## config.mk

```make
export PLATFORM = sky130hd
export DESIGN_NAME = uart_tx_fifo
export DESIGN_NICKNAME = d
export VERILOG_FILES = /design/src/rtl/uart_tx_fifo.sv
export SDC_FILE = /design/constraint.sdc
export NUM_CORES = 1
export LEC_CHECK = 0
export BUFFER_PORTS_ARGS = -buffer_cell sky130_fd_sc_hd__buf_2
export CORE_UTILIZATION = 45
export DETAILED_ROUTE_END_ITERATION = 6
export GPL_TIMING_DRIVEN = 0
export PLACE_DENSITY = 0.71
export SYNTH_ARGS = -nofsm -noshare
export SYNTH_HDL_FRONTEND = slang
export SYNTH_SLANG_ARGS = --single-unit
```

## constraint.sdc

```tcl
create_clock -name clk -period 12.9 [get_ports clk]
set_input_delay 3.87 -clock clk [delete_from_list [all_inputs] [get_ports clk]]
set_output_delay 3.87 -clock clk [all_outputs]
set_load 0.05 [all_outputs]
```

## src/rtl/uart_tx_fifo.sv

```systemverilog
module uart_tx_fifo #(
  parameter int DEPTH = 16
) (
  input  logic       clk,
  input  logic       rst_n,
  input  logic       tick,
  input  logic       wr_en,
  input  logic [7:0] wr_data,
  input  logic       fifo_en,
  input  logic [1:0] os_sel,
  input  logic [1:0] word_len,
  input  logic       par_en,
  input  logic [1:0] par_mode,
  input  logic       stop2,
  input  logic [1:0] trig_sel,
  input  logic       irq_en,
  output logic       txd,
  output logic       hold_empty,
  output logic       tx_empty,
  output logic       irq
);
  localparam int AW = (DEPTH > 1) ? $clog2(DEPTH) : 1;
  localparam int CW = $clog2(DEPTH + 1);

  logic [7:0]    mem [DEPTH];
  logic [AW-1:0] wp, rp;
  logic [CW-1:0] cnt, cap, trig;
  logic          busy, half_q;
  logic [3:0]    tcnt, bidx, nb_q, wl, nb;
  logic [11:0]   sh, frame;
  logic [4:0]    blen, clen;
  logic [7:0]    din, dmask;
  logic          pbit, last, bit_end, load, wr_ok;

  assign cap        = fifo_en ? CW'(DEPTH) : CW'(1);
  assign wr_ok      = wr_en && (cnt < cap);
  assign hold_empty = (cnt == '0);
  assign tx_empty   = hold_empty && !busy;

  always_comb
    case (trig_sel)
      2'b00:   trig = CW'(1);
      2'b01:   trig = CW'(4);
      2'b10:   trig = CW'(8);
      default: trig = CW'(14);
    endcase

  assign irq = irq_en && (fifo_en ? (cnt < trig) : hold_empty);

  always_comb
    case (os_sel)
      2'b01:   blen = 5'd8;
      2'b10:   blen = 5'd4;
      default: blen = 5'd16;
    endcase

  assign last    = (bidx == nb_q - 4'd1);
  assign clen    = (last && half_q) ? {1'b0, blen[4:1]} : blen;
  assign bit_end = busy && tick && ({1'b0, tcnt} == clen - 5'd1);
  assign load    = tick && !hold_empty && (!busy || (bit_end && last));

  assign wl  = 4'd5 + {2'b00, word_len};
  assign nb  = 4'd2 + wl + {3'b000, par_en} + {3'b000, stop2};
  assign din = mem[rp];

  always_comb begin
    for (int i = 0; i < 8; i++) dmask[i] = (i < int'(wl)) ? din[i] : 1'b0;
    case (par_mode)
      2'b00:   pbit = ^dmask;
      2'b01:   pbit = ~^dmask;
      2'b10:   pbit = 1'b1;
      default: pbit = 1'b0;
    endcase
    frame = '1;
    frame[0] = 1'b0;
    for (int i = 0; i < 8; i++)
      if (i < int'(wl)) frame[i+1] = din[i];
    if (par_en) frame[wl + 4'd1] = pbit;
  end

  always_ff @(posedge clk)
    if (wr_ok) mem[wp] <= wr_data;

  always_ff @(posedge clk or negedge rst_n)
    if (!rst_n) begin
      wp  <= '0;
      rp  <= '0;
      cnt <= '0;
    end else begin
      if (wr_ok) wp <= (wp == AW'(DEPTH - 1)) ? '0 : wp + 1'b1;
      if (load)  rp <= (rp == AW'(DEPTH - 1)) ? '0 : rp + 1'b1;
      cnt <= cnt + CW'(wr_ok) - CW'(load);
    end

  always_ff @(posedge clk or negedge rst_n)
    if (!rst_n) begin
      busy   <= 1'b0;
      txd    <= 1'b1;
      sh     <= '1;
      tcnt   <= '0;
      bidx   <= '0;
      nb_q   <= 4'd10;
      half_q <= 1'b0;
    end else if (load) begin
      busy   <= 1'b1;
      txd    <= 1'b0;
      sh     <= frame;
      tcnt   <= '0;
      bidx   <= '0;
      nb_q   <= nb;
      half_q <= stop2 && (word_len == 2'b00);
    end else if (bit_end) begin
      tcnt <= '0;
      if (last) begin
        busy <= 1'b0;
        txd  <= 1'b1;
      end else begin
        sh   <= {1'b1, sh[11:1]};
        txd  <= sh[1];
        bidx <= bidx + 4'd1;
      end
    end else if (busy && tick) begin
      tcnt <= tcnt + 4'd1;
    end
endmodule


```

**Word-level counts from Yosys, hierarchy flattened**

Memories as Yosys holds them, arrays and structs flattened.
Cells that the tools add are included.

- Multiplexer cells: 45
- Reductions and logical operators: 25
- Eq/ne operators: 11
- Add/subtract/negate cells: 13
- $lt $le $gt $ge: 12

Operator list:

| kind | count |
|---|---|
| 12-bit two-way mux | 4 |
| 4-bit two-way mux | 8 |
| 1-bit two-way mux | 26 |
| 4-bit by 1-bit adder with 4-bit output, second input constant | 5 |
| 3-bit by 4-bit less-than comparator with 1-bit output, first input constant | 4 |
| 12-bit bitwise mux | 1 |
| 4-bit case mux with 3 select lines | 1 |
| 1-bit logical AND | 11 |
| 5-bit less-than comparator | 2 |
| 5-bit two-way mux | 2 |
| 5-bit case mux with 2 select lines | 1 |
| 4-bit by 1-bit adder with 4-bit output | 2 |
| 4-bit equality test, second input constant | 2 |
| 1-bit by 4-bit less-than comparator with 1-bit output, first input constant | 2 |
| 2-bit by 4-bit less-than comparator with 1-bit output, first input constant | 2 |
| 8-bit XNOR reduction | 1 |
| 8-bit XOR reduction | 1 |
| 2-bit by 1-bit equality test with 1-bit output, second input constant | 3 |
| 2-bit equality test, second input constant | 3 |
| 2-bit logical NOT | 3 |
| 5-bit by 1-bit adder with 5-bit output | 1 |
| 4-bit by 5-bit equality test with 1-bit output | 1 |
| 5-bit logical NOT | 1 |
| 4-bit by 5-bit less-than comparator with 1-bit output, second input constant | 1 |
| other kinds (15) | 18 |

- Memories kept: 1
- Memory bits (writable): 128
- Flip-flop bits (word level): 40

Memory list:

| name | depth | bits a word | read ports | clocked after memory_dff | wr ports | line | source |
|---|---|---|---|---|---|---|---|
| mem | 16 | 8 | 1 | 0 | 1 | 25 | `logic [7:0] mem [DEPTH];` |

**Longest topological paths before layout**

- Depth after elaboration: 12
- Gate-level depth with buffers: 25

**Worst setup path after synthesis**

No wires, ideal clock.

- Path type: input-to-output
- Start: input trig_sel[0]
- End: output irq
- Path buffers: 0
- Arrival: 5.117 ns
- Data required time: 9.030 ns
- Cell stages on the path: 8
- Setup slack: 3.913 ns
- Cell sequence: nand2_1 ha_1 o31a_1 o21a_1 o21ai_0 nand3_1 o21ai_0 and2_1

- Word-level cells in the longest chain between the ends: 5

RTL lines:

| item | line | source |
|---|---|---|
| start: declaration | 15 | `input logic [1:0] trig_sel,` |
| 2-bit equality test, or another cell as far along | 41 | `case (trig_sel)` |
| 4-bit case mux with 3 select lines (*) | 41 |  |
| 5-bit less-than comparator (*) | 48 | `assign irq = irq_en && (fifo_en ? (cnt < trig) : hold_empty);` |
| 1-bit two-way mux (*) | 48 |  |
| 1-bit logical AND (*) | 48 |  |
| end: declaration | 20 | `output logic irq` |

Mark *: on every way between the ends. The rest lies on a longest branch, timed or not.

**Worst setup path after layout**

Same ends and word-level chain as after synthesis.

==> flow_metrics.tcl <==
set metrics [dict create \
    worst_hold_path.num_cells 2 \
    clk_transition_reported_paths_ns 0.06 \
    cts.sink_count 167 \
    setup_viol 0 \
    detail_route.drc_violations 0 \
    hold_path_startpoint "nb_q[3]" \
    worstRegToRegCells 25 \
    clk-insertion-delay-late_ns 0.44 \
    initial_core_utilization_pct 46.3 \
    area_of_the_die_um2 17700 \
    final.period_utilization_pct 70.7 \
    boundaryPins 28 \
    worst_path_dominant_cell_family "compound AO/OA/AOI/OAI gates" \
    fp.dieH_um 133 \
    global_route_wire_length_before_repair_um 23700 \
    synth.cells.most_frequent "sky130_fd_sc_hd__edfxtp_1 (128), sky130_fd_sc_hd__ha_1 (32), sky130_fd_sc_hd__nand2_1 (30)" \
    post_synth_xor_area_fraction_pct 3.75 \
    fp.coreArea_um2 16600 \
    critical_path.slowest_cell "sky130_fd_sc_hd__ha_1" \
    syn_avg_cell_area_um2 15.9 \
    seq_area_frac_synth_pct 62.7 \
    hold_path.class "flop to flop" \
    final_cell_area_um2 8670 \
    r2r_setup_slack_ns 7.59 \
    max-slew-margin-rel_pct 39.6 \
    max_freq_mhz 110 \
    yosysTopAreaCell "sky130_fd_sc_hd__edfxtp_1" \
    power_per_cell_area_nw_per_um2 204 \
    synthMostInstantiatedCell "sky130_fd_sc_hd__edfxtp_1" \
    crit_path_cell_trace "buf_2, nand2_1, ha_1, o31a_1, o21a_1, o21ai_0, nand3_1, o21ai_0, and2_1, buf_2" \
    dp.final_hpwl_um 9870 \
    synthArstFlopShare_pct 23.4 \
    finalNetCount 590 \
    total_power_mw 1.77 \
    hold_violations 0 \
    first_global_vias 4365 \
    cts_repair_resizes 0 \
    gpl_congestion 0.847 \
    area.growth.synth_to_final_pct 12.4 \
    yosys_register_bits 167 \
    maxCapViolations 0 \
    path_class "input pin to primary output" \
    synth_compound_area_share_pct 5.47 \
    root_buffer "sky130_fd_sc_hd__clkbuf_16" \
    floorplan.die.width_um 133 \
    final_layout_size_suffix_gt1_share_pct 22.2 \
    setup_slack_ns 3.78 \
    cell_leakage_power_nw 3.22 \
    cts_made_buffers 17 \
    placementRows 47 \
    r2r_start "nb_q[1]" \
    final_skew_ns 0.0228 \
    ctsHtreeMaxLevel 4 \
    detailed_place.area_um2 8120 \
    grt_start_max_net_pins 40 \
    overflow 0 \
    dr.pass1.iters 4 \
    finalCriticalPeriod_ns 9.12 \
    slew_violations 0 \
    synth_nets 544 \
    arrival_worst_endpoint_ns 5.25 \
    post_synth_mux_area_share_pct 12.6 \
    postSynth.topFlopCell "sky130_fd_sc_hd__edfxtp_1" \
    cts_tree "done" \
    synth_fa_ha_area_share_pct 5.71 \
    timing_worst_slew_pin_value_ns 0.906 \
    drt_wl_total_um 14500 \
    filler_cell_count 1348 \
    drtIter0Drc 344 \
    synth_cell_type_count 55 \
    route.detailed.vias_per_inst 5.48 \
    endpoint_kind "primary output" \
    synth_top_cells_by_area "sky130_fd_sc_hd__edfxtp_1 (50%), sky130_fd_sc_hd__dfrtp_1 (8.1%), sky130_fd_sc_hd__mux4_2 (7.0%), sky130_fd_sc_hd__ha_1 (5.2%), sky130_fd_sc_hd__dfstp_2 (4.8%)" \
    critPathMaxFanout 3 \
    grt.total_usage_pct 18.0 \
    whs_endpoint "nb_q[3]" \
    cts-root-to-sink-buffers 2 \
    critical_path.n_buffers_inverters 2 \
    drt.antenna.violating_nets 0 \
    drt-wirelength-per-cell_um 19.0 \
    cts-hold-fix-buffers 0 \
    reg2reg_to "cnt[4]" \
    rsz0062_at_grt "no" \
    basic_gate_share_of_the_synthesized_area_counting_and_or_nand_and_nor_cells_pct 6.93 \
    vdd_drop_max_mv 0.113 \
    startpoint_class_of_the_critical_path "input pin" \
    yosysTopAreaCellShare_pct 49.9 \
    post_synth_instance_area_um2 7710 \
    synth-warning-count 0 \
    final.setup.tns_ns 0 \
    run_status "finished, final reports clean" \
    route.vias.total 4185 \
    antenna_found_initial 0 \
    synth_top_family_by_area "multiplexers" \
    cts_setup_buffers 0 \
    required_ns 9.03 \
    post_synth_inst_count 486 \
    diodes 0 \
    synth-edff-count 128 \
    port_buffers 27 \
    critical_path.max_stage_delay_ns 0.27 \
    dp_worst_setup_slack_ns 3.76 \
    post-route-util_pct 52.1 \
]
==> layout by cell type, fill, tap and decap left out, types with 6 or more instances in the layout <==
cell type / instances
sky130_fd_sc_hd__edfxtp_1: 128
sky130_fd_sc_hd__buf_2: 33
sky130_fd_sc_hd__ha_1: 32
sky130_fd_sc_hd__nand2_1: 30
sky130_fd_sc_hd__inv_1: 27
sky130_fd_sc_hd__dfrtp_1: 25
sky130_fd_sc_hd__mux4_2: 24
sky130_fd_sc_hd__nor2_1: 22
sky130_fd_sc_hd__clkbuf_16: 17
sky130_fd_sc_hd__xnor2_1: 16
sky130_fd_sc_hd__and2_1: 16
sky130_fd_sc_hd__dfstp_2: 14
sky130_fd_sc_hd__nand3_1: 12
sky130_fd_sc_hd__xor2_1: 10
sky130_fd_sc_hd__mux2i_1: 10
sky130_fd_sc_hd__o21ai_0: 10
sky130_fd_sc_hd__mux4_1: 10
sky130_fd_sc_hd__clkbuf_1: 8
sky130_fd_sc_hd__a21oi_1: 7
sky130_fd_sc_hd__and3_1: 6
==> through the flow <==
step	cells	hold WS [ns]
after floorplan	486	0.439
after global placement	733	0.454
after detailed placement	733	0.473
after CTS	764	0.483
after global routing	764	0.495
final	764	0.479
==> cell type report <==
| cell class | count | area, µm² | share of cell area [%] |
|---|---|---|---|
| tap | 220 | 275 | 3.18 |
| inverter | 27 | 101 | 1.17 |
| sequential | 167 | 4840 | 55.8 |
| buffer | 18 | 114 | 1.31 |
| multi-input combinational | 274 | 2660 | 30.6 |
| clock buffer | 18 | 429 | 4.95 |
| timing repair buffer | 27 | 135 | 1.56 |
| clock inverter | 13 | 120 | 1.39 |
==> power by group <==
group	total, mW	switching (mW)	internal [mW]
logic	0.563	0.297	0.266
registers	0.727	0.0565	0.671
clock network	0.476	0.210	0.267
==> state kept, by name (all words and copies together) (netlist names), 4 cells and up <==
name / flops
nb_q: 4
tcnt: 4
rp: 4
mem: 128
bidx: 4
wp: 4
cnt: 5
sh: 11
==> how the worst max path moves through the flow <==
| stage | startpoint | to | slack [ns] | cells past startpoint |
|---|---|---|---|---|
| after detailed placement | trig_sel[0] | irq | 3.76 | 10 |
| final | trig_sel[0] | irq | 3.78 | 10 |
| after floorplan | trig_sel[0] | irq | 3.91 | 8 |
| after CTS | trig_sel[0] | irq | 3.76 | 10 |
| after global routing | trig_sel[0] | irq | 3.67 | 10 |
| after global placement | trig_sel[0] | irq | 3.81 | 10 |
==> metal layers <==
layer / GRT usage (%) / part of all wire, % / vias up / wire [µm]
li1: - / - / 1945 / -
met1: 24.3 / 45 / 2118 / 6580
met2: 28.9 / 48 / 100 / 7010
met3: 3.33 / 4.9 / 22 / 706
met4: 7.28 / 1.7 / 0 / 249
met5: 0 / 0 / - / 0
==> cells by family after synthesis <==
logic type,count (synthesis)
DFF,167
and+or+nand+nor,105
AOI/OAI and AO/OA,56
muxes,50
buffers and inverters,45
adders and majority gates,34
xor gates and xnor gates,29
==> tightest hold or removal path, stage by stage (launching register included) <==
cell	delay [ns]
sky130_fd_sc_hd__dfstp_2	0.37
sky130_fd_sc_hd__nand2_1	0.05
sky130_fd_sc_hd__o21ai_1	0.06
Note: power is estimated with default switching activity, not from simulation.
